==> config.mk <==
export PLATFORM = sky130hd
export DESIGN_NAME = rf_scratchpad
export DESIGN_NICKNAME = d
export VERILOG_FILES = /design/src/rtl/rf_pkg.sv /design/src/rtl/rf_bank.sv /design/src/rtl/rf_incdec.sv /design/src/rtl/rf_scratchpad.sv
export SDC_FILE = /design/constraint.sdc
export NUM_CORES = 1
export LEC_CHECK = 0
export ABC_AREA = 1
export BUFFER_PORTS_ARGS = -buffer_cell sky130_fd_sc_hd__buf_2
export CAP_MARGIN = 20
export CORE_MARGIN = 3
export CORE_UTILIZATION = 62
export DETAILED_ROUTE_END_ITERATION = 8
export PLACE_DENSITY = 0.79
export SLEW_MARGIN = 20
export SYNTH_ARGS = -nofsm -noshare
export SYNTH_HDL_FRONTEND = slang
export SYNTH_SLANG_ARGS = --single-unit
==> constraint.sdc <==
create_clock -name clk -period 4.6 [get_ports clk]
set_clock_uncertainty 0.15 [all_clocks]
set_input_delay 0.46 -clock clk [delete_from_list [all_inputs] [get_ports clk]]
set_output_delay 0.46 -clock clk [all_outputs]
set_load 0.02 [all_outputs]
==> src/rtl/rf_pkg.sv <==
package rf_pkg;
  typedef enum logic [1:0] {
    PATH_IDLE    = 2'b00,
    PATH_INCDEC  = 2'b01,
    PATH_BUS_IN  = 2'b10,
    PATH_BUS_OUT = 2'b11
  } path_mode_e;
endpackage

==> src/rtl/rf_bank.sv <==
// One byte-wide slice of the register array: synchronous write,
// asynchronous read, no reset, so it maps to distributed RAM.
module rf_bank #(
  parameter int DEPTH = 16,
  parameter int WIDTH = 8,
  localparam int SEL_W = $clog2(DEPTH)
) (
  input  logic             clk,
  input  logic             we,
  input  logic [SEL_W-1:0] sel,
  input  logic [WIDTH-1:0] wdata,
  output logic [WIDTH-1:0] rdata
);
  logic [WIDTH-1:0] mem [DEPTH];

  always_ff @(posedge clk) begin
    if (we) mem[sel] <= wdata;
  end

  assign rdata = mem[sel];
endmodule

==> src/rtl/rf_incdec.sv <==
// Adds or subtracts a one-bit step; the extra top bit flags a wrap.
module rf_incdec #(
  parameter int WIDTH = 16
) (
  input  logic [WIDTH-1:0] din,
  input  logic             dec,
  input  logic             cin,
  output logic [WIDTH-1:0] dout,
  output logic             cout
);
  logic [WIDTH:0] ext;
  logic [WIDTH:0] step;

  assign step = {{WIDTH{1'b0}}, cin};

  always_comb begin
    if (dec) ext = {1'b0, din} - step;
    else     ext = {1'b0, din} + step;
  end

  assign dout = ext[WIDTH-1:0];
  assign cout = ext[WIDTH];
endmodule

==> src/rtl/rf_scratchpad.sv <==
module rf_scratchpad #(
  parameter int REG_COUNT = 16,
  parameter int HALF_W    = 8,
  localparam int SEL_W    = $clog2(REG_COUNT),
  localparam int WORD_W   = 2 * HALF_W
) (
  input  logic              clk,
  input  logic              rst,
  input  logic [SEL_W-1:0]  sel,
  input  logic [1:0]        path_mode,
  input  logic              wr_hi,
  input  logic              wr_lo,
  input  logic              rd_hi,
  input  logic              rd_lo,
  input  logic              dec,
  input  logic              cin,
  input  logic              addr_hi_en,
  input  logic              addr_lo_en,
  input  logic [HALF_W-1:0] bus_in,
  output logic [HALF_W-1:0] addr_out,
  output logic [HALF_W-1:0] bus_out,
  output logic              cout
);
  import rf_pkg::*;

  path_mode_e          mode;
  logic [WORD_W-1:0]   rd_word;
  logic [WORD_W-1:0]   hold_q;
  logic [WORD_W-1:0]   step_word;
  logic [1:0]          half_we;
  logic [HALF_W-1:0]   addr_q;
  logic [HALF_W-1:0]   bus_q;

  assign mode    = path_mode_e'(path_mode);
  assign half_we = {wr_hi, wr_lo};

  // Index 0 is the low half, index 1 the high half.
  for (genvar h = 0; h < 2; h++) begin : g_half
    logic [HALF_W-1:0] wr_d;
    logic              we_h;

    always_comb begin
      case (mode)
        PATH_INCDEC: wr_d = step_word[h*HALF_W +: HALF_W];
        PATH_BUS_IN: wr_d = bus_in;
        default:     wr_d = rd_word[h*HALF_W +: HALF_W];
      endcase
    end

    assign we_h = half_we[h] && (mode != PATH_IDLE);

    rf_bank #(.DEPTH(REG_COUNT), .WIDTH(HALF_W)) u_bank (
      .clk   (clk),
      .we    (we_h),
      .sel   (sel),
      .wdata (wr_d),
      .rdata (rd_word[h*HALF_W +: HALF_W])
    );
  end

  rf_incdec #(.WIDTH(WORD_W)) u_incdec (
    .din  (hold_q),
    .dec  (dec),
    .cin  (cin),
    .dout (step_word),
    .cout (cout)
  );

  always_ff @(posedge clk) begin
    if (rst) begin
      hold_q <= '0;
      addr_q <= '0;
      bus_q  <= '0;
    end else begin
      if (rd_lo) hold_q[HALF_W-1:0]      <= rd_word[HALF_W-1:0];
      if (rd_hi) hold_q[WORD_W-1:HALF_W] <= rd_word[WORD_W-1:HALF_W];
      if (addr_hi_en)      addr_q <= rd_word[WORD_W-1:HALF_W];
      else if (addr_lo_en) addr_q <= rd_word[HALF_W-1:0];
      if (mode == PATH_BUS_OUT)
        bus_q <= wr_lo ? rd_word[HALF_W-1:0] : rd_word[WORD_W-1:HALF_W];
    end
  end

  assign addr_out = addr_q;
  assign bus_out  = bus_q;
endmodule

=== After elaboration in Yosys (flattened, before gate mapping) ===
Memories as Yosys holds them, arrays and structs flattened.
Cells that the tools add are included.

* Bits in registers: 32
* Bits in latches: 0
* RAM bits: 256
* Memory bits (read-only): 0
* Input bits: 24
* Output and inout bits: 17
* Word-level logic and storage cells: 25
* Memories: 2

* $add $sub $neg: 2
* Multipliers: 0
* Divide/modulo/power cells: 0
* Order comparisons: 0
* Eq/ne operators: 3
* Shift-type cells: 0
* Mux-type cells: 10
* Bitwise operators: 0
* Reduce and logical (&&, ||, !) cells: 4

{| class="wikitable"
|+ Memory list
! name !! depth !! width !! read ports !! clocked after memory_dff !! wr ports !! line !! text
|-
| g_half[0].u_bank.mem || 16 || 8 || 1 || 0 || 1 || rf_bank.sv:14 || <nowiki>logic [WIDTH-1:0] mem [DEPTH];</nowiki>
|-
| g_half[1].u_bank.mem || 16 || 8 || 1 || 0 || 1 || rf_bank.sv:14 ||
|}

{| class="wikitable"
|+ Operators with widths
! operator !! count
|-
| $pmux W8 S2 || 2
|-
| $mux W8 || 3
|-
| $add A16 B1 Y17 || 1
|-
| $mux W17 || 1
|-
| $sub A16 B1 Y17 || 1
|-
| $eq A2 B2 Y1 const B || 2
|-
| $mux W1 || 4
|-
| $reduce_bool A2 Y1 || 2
|-
| $eq A2 B1 Y1 const B || 1
|-
| $logic_and A1 B1 Y1 || 2
|}

=== Longest topological paths before layout ===
* Depth in word-level cells: 4
* Gate-level depth with buffers: 16
* Gate-level depth less buffers: 14

=== Modules after synthesis ===
Synthesis repeated with hierarchy kept, for this count alone.

* Cells, all modules: 1,555
* Area, all modules: 13,693.1 µm²

{| class="wikitable"
|+ Modules (own cells, without submodules)
! module !! times used !! cells an instance !! area an instance (µm²)
|-
| rf_bank || 2 || 540 || 5,432.7
|-
| rf_scratchpad || 1 || 270 || 1,785.5
|-
| rf_incdec || 1 || 205 || 1,042.2
|}

=== Worst setup path before layout ===
Ideal clock, no wire load.

* Path kind: input to register
* Start: input dec
* End: memory g_half[1].u_bank.mem[0][2], data pin
* Setup time: 291 ps
* Arrival: 2,533 ps
* Slack: 1,626 ps
* Stages on the path: 11
* Path buffers: 0
* Cells stage by stage: inv_1 > nand2_1 > ha_1 > or2_2 > nand3b_1 > nand2_1 > a21oi_1 > inv_1 > nand2_1 > nand3_1 > a21oi_1

* Word-level cells in the longest chain between the ends: 2

{| class="wikitable"
|+ RTL lines
! element !! line !! text
|-
| start: declaration || rf_scratchpad.sv:15 || <nowiki>input logic dec,</nowiki>
|-
| $mux W17 || rf_incdec.sv:17 || <nowiki>if (dec) ext = {1'b0, din} - step;</nowiki>
|-
| $pmux W8 S2 || rf_scratchpad.sv:43 || <nowiki>case (mode)</nowiki>
|-
| net g_half[1].u_bank.wdata[2] || rf_bank.sv:11 || <nowiki>input logic [WIDTH-1:0] wdata,</nowiki>
|-
| end: declaration || rf_bank.sv:14 ||
|}

The timed path passes the listed nets, and every way through them passes these cells.

=== Worst setup path after layout ===
* Start: input dec
* End: output cout

* Word-level cells in the longest chain between the ends: 1

{| class="wikitable"
|+ RTL lines
! element !! line !! text
|-
| $mux W17 || rf_incdec.sv:17 ||
|-
| end: declaration || rf_scratchpad.sv:22 || <nowiki>output logic cout</nowiki>
|}

Every way passes these cells.

==> impl_metrics.json <==
{
  "drc_errors": 0,
  "path_clk_slew_ns": 0.07,
  "hold_path.class": "in -> reg",
  "maxCapViolations": 0,
  "period_minus_slack_ns": 3.44,
  "die_w_um": 152,
  "rsz0062_at_grt": "no",
  "yosys_warnings": 0,
  "p_leak_uw": 0.00647,
  "period_share_pct": 74.7,
  "path_cells": "buf_2 -> inv_1 -> nand2_1 -> ha_1 -> or2_2 -> and2_1 -> nand3_1 -> nand3_1 -> a21oi_1 -> xnor2_1 -> buf_2",
  "start_util_pct": 64.2,
  "ant_nets": 0,
  "final_area_um2": 14800,
  "grt_max_degree": 73,
  "die-area_um2": 23100,
  "setup_viol": 0,
  "syn_inst": 1418,
  "io-pin-count": 41,
  "setup_ws_ns": 1.16,
  "clockRootBuffer": "clkbuf_16",
  "area_growth_pct": 11.8,
  "status": "completed",
  "min-delay-start": "rst",
  "cts_resized": 0,
  "critPathMaxFanout": 19,
  "initialDrtViolationCount": 1078,
  "syn_nets": 1465,
  "fillCellCount": 1499,
  "clk_path_buf_depth": 3,
  "cts_inserted_buffers": 29,
  "avgViaCountPerCell": 5.68,
  "tightestPinTransition_ns": 0.928,
  "worst-setup-path-type": "in -> out",
  "antenna_found_initial": 1,
  "wire_per_inst_um": 18.7,
  "startpoint_type": "input port",
  "cts_tree": "done",
  "ys_ff_latch": 288,
  "synthTopCellsByArea": "edfxtp_1 58%, nand2_1 21%, dfxtp_1 4.9%",
  "clock_sink_count": 288,
  "clock_latency_ns": 0.55,
  "grt_pass1_wl_mm": 51.4,
  "diodes": 0,
  "slew_headroom_pct": 37.9,
  "pre_cts_ws_ns": 1.13,
  "maxClockFrequency_ghz": 0.291,
  "power.density_nw_per_um2": 410,
  "grt_overflow": 0,
  "critPathBufInv": 3,
  "cts_max_level": 1,
  "hold_buffers": 0,
  "fin_tns_setup_ns": 0,
  "synth_cell_types": 31,
  "cp.arrival_ns": 2.83,
  "grt_pass1_vias": 9371,
  "syn_area_um2": 13200,
  "hpwl_mm": 21.4,
  "ys_seq_area_share_pct": 63.1,
  "place_area_um2": 13800,
  "cp_slowest_cell": "ha_1",
  "firstDrtPassIters": 5,
  "avgSynthCellArea_um2": 9.31,
  "slew_viol_final": 0,
  "slowest_delay_ns": 0.56,
  "cp.required_ns": 3.99,
  "r2r-start": "hold_q[0]$_SDFFE_PP0P_",
  "synth_top_area_share_pct": 58.2,
  "gp_congestion": 0.956,
  "num-nets-final": 1526,
  "die_y_um": 152,
  "hold_viol_final": 0,
  "final-seq-area_um2": 8330,
  "totalWireLength_mm": 33.1,
  "core-area_um2": 20600,
  "core.rowCount": 52,
  "worst_path_dominant_cell_family": "simple AND/OR/NAND/NOR gates",
  "synth_top_cell_by_area": "edfxtp_1",
  "endpoint_kind": "primary output",
  "layout-drive-gt1-share_pct": 10.9,
  "post-cts-setup-buffer-count": 0,
  "grt_usage_pct": 28.0,
  "ir_drop_mv": 0.328,
  "total_power_uw": 6050,
  "startpoint": "dec",
  "multiInputGateArea_um2": 4340,
  "port_buffers": 40,
  "via_count": 10100
}
==> sequential cells by signal, indices dropped and copies added (netlist names) <==
name,flops
hold_q,16
g_half.u_bank.mem,256
addr_out,8
bus_out,8
==> cells in the mapped netlist, drive strengths merged <==
cell,instances
a21boi,1
a21o,2
a21oi,58
a22oi,5
and2,1
and3,1
buf,42
clkbuf,20
dfxtp,32
edfxtp,256
fa,1
ha,22
inv,59
nand2,746
nand3,55
nand3b,3
nand4,1
nor2,37
nor3,34
o21a,1
o21ai,38
o31ai,1
or2,1
xnor2,1
==> worst register-to-register path, stage by stage, from the launching register on <==
cell	delay [ns]
dfxtp_1	0.31
inv_1	0.07
ha_1	0.14
inv_1	0.07
fa_1	0.42
nand2_1	0.08
nand2_1	0.06
and2_1	0.17
nand2_1	0.06
nand2_1	0.06
nand2_1	0.06
nand2_1	0.04
o21ai_0	0.25
o21ai_1	0.11
inv_1	0.37
==> layer usage <==
layer | global-route usage, % | vias up | share of wire, %
li1 | - | 4784 | -
met1 | 41.3 | 4646 | 41
met2 | 43.5 | 546 | 46
met3 | 4.47 | 78 | 11
met4 | 8.90 | 0 | 2.8
met5 | 0 | - | 0
==> final timing paths <==
path / end / cells after the start / slack (ns)
worst max-delay path: cout / 11 / 1.16
worst min-delay path: bus_out[1]$_SDFFE_PP0N_ / 2 / 0.04
worst max register to register: g_half[1].u_bank.mem[10][0]$_DFFE_PP_ / 14 / 1.89
worst min register to register: bus_out[5]$_SDFFE_PP0N_ / 2 / 0.32
==> through the flow <==
| step | hold slack (ns) | util (%) | instances |
|---|---|---|---|
| CTS | 0.0341 | 71.7 | 1770 |
| detailed placement | 0.303 | 67.2 | 1718 |
| global placement | 0.299 | 67.1 | 1718 |
| global route | 0.0497 | 71.8 | 1770 |
| finish | 0.0375 | 71.8 | 1770 |
| floorplan | 0.340 | - | 1418 |
==> cells in the final DEF, fill, tap and decap left out, types with 5 or more instances in the layout <==
cell	n
dfxtp_1	32
buf_2	39
nor2_1	27
clkinv_1	5
a21oi_1	58
inv_1	47
edfxtp_1	256
ha_1	22
clkbuf_1	5
clkinv_2	5
nor3_1	31
buf_4	53
inv_2	11
nor2_2	10
a22oi_1	5
o21ai_0	37
nand3_1	55
clkbuf_16	32
nand2_1	744
==> kinds of logic after synthesis <==
| kind of cell | synth area share (%) |
|---|---|
| and+or+nand+nor | 26.2 |
| AOI/OAI and AO/OA | 4.21 |
| adders and majority gates | 2.24 |
| DFF | 63.1 |
| xor gates and xnor gates | 0.0664 |
| buffers and inverters | 4.15 |
==> cell type report <==
cell class	instances	area share [%]
Sequential cell	288	56.4
Multi-Input combinational cell	1009	29.4
Clock buffer	37	5.56
Timing Repair Buffer	92	4.02
Tap cell	270	2.29
Inverter	59	1.51
Clock inverter	15	0.755
==> power by group <==
group	internal (µW)	leakage, µW	total (µW)	switching, µW
Sequential	2980	0.00258	3000	20.1
Combinational	195	0.00343	750	555
Clock	1320	0.000457	2300	980
Note: power is estimated with default switching activity, not from simulation.
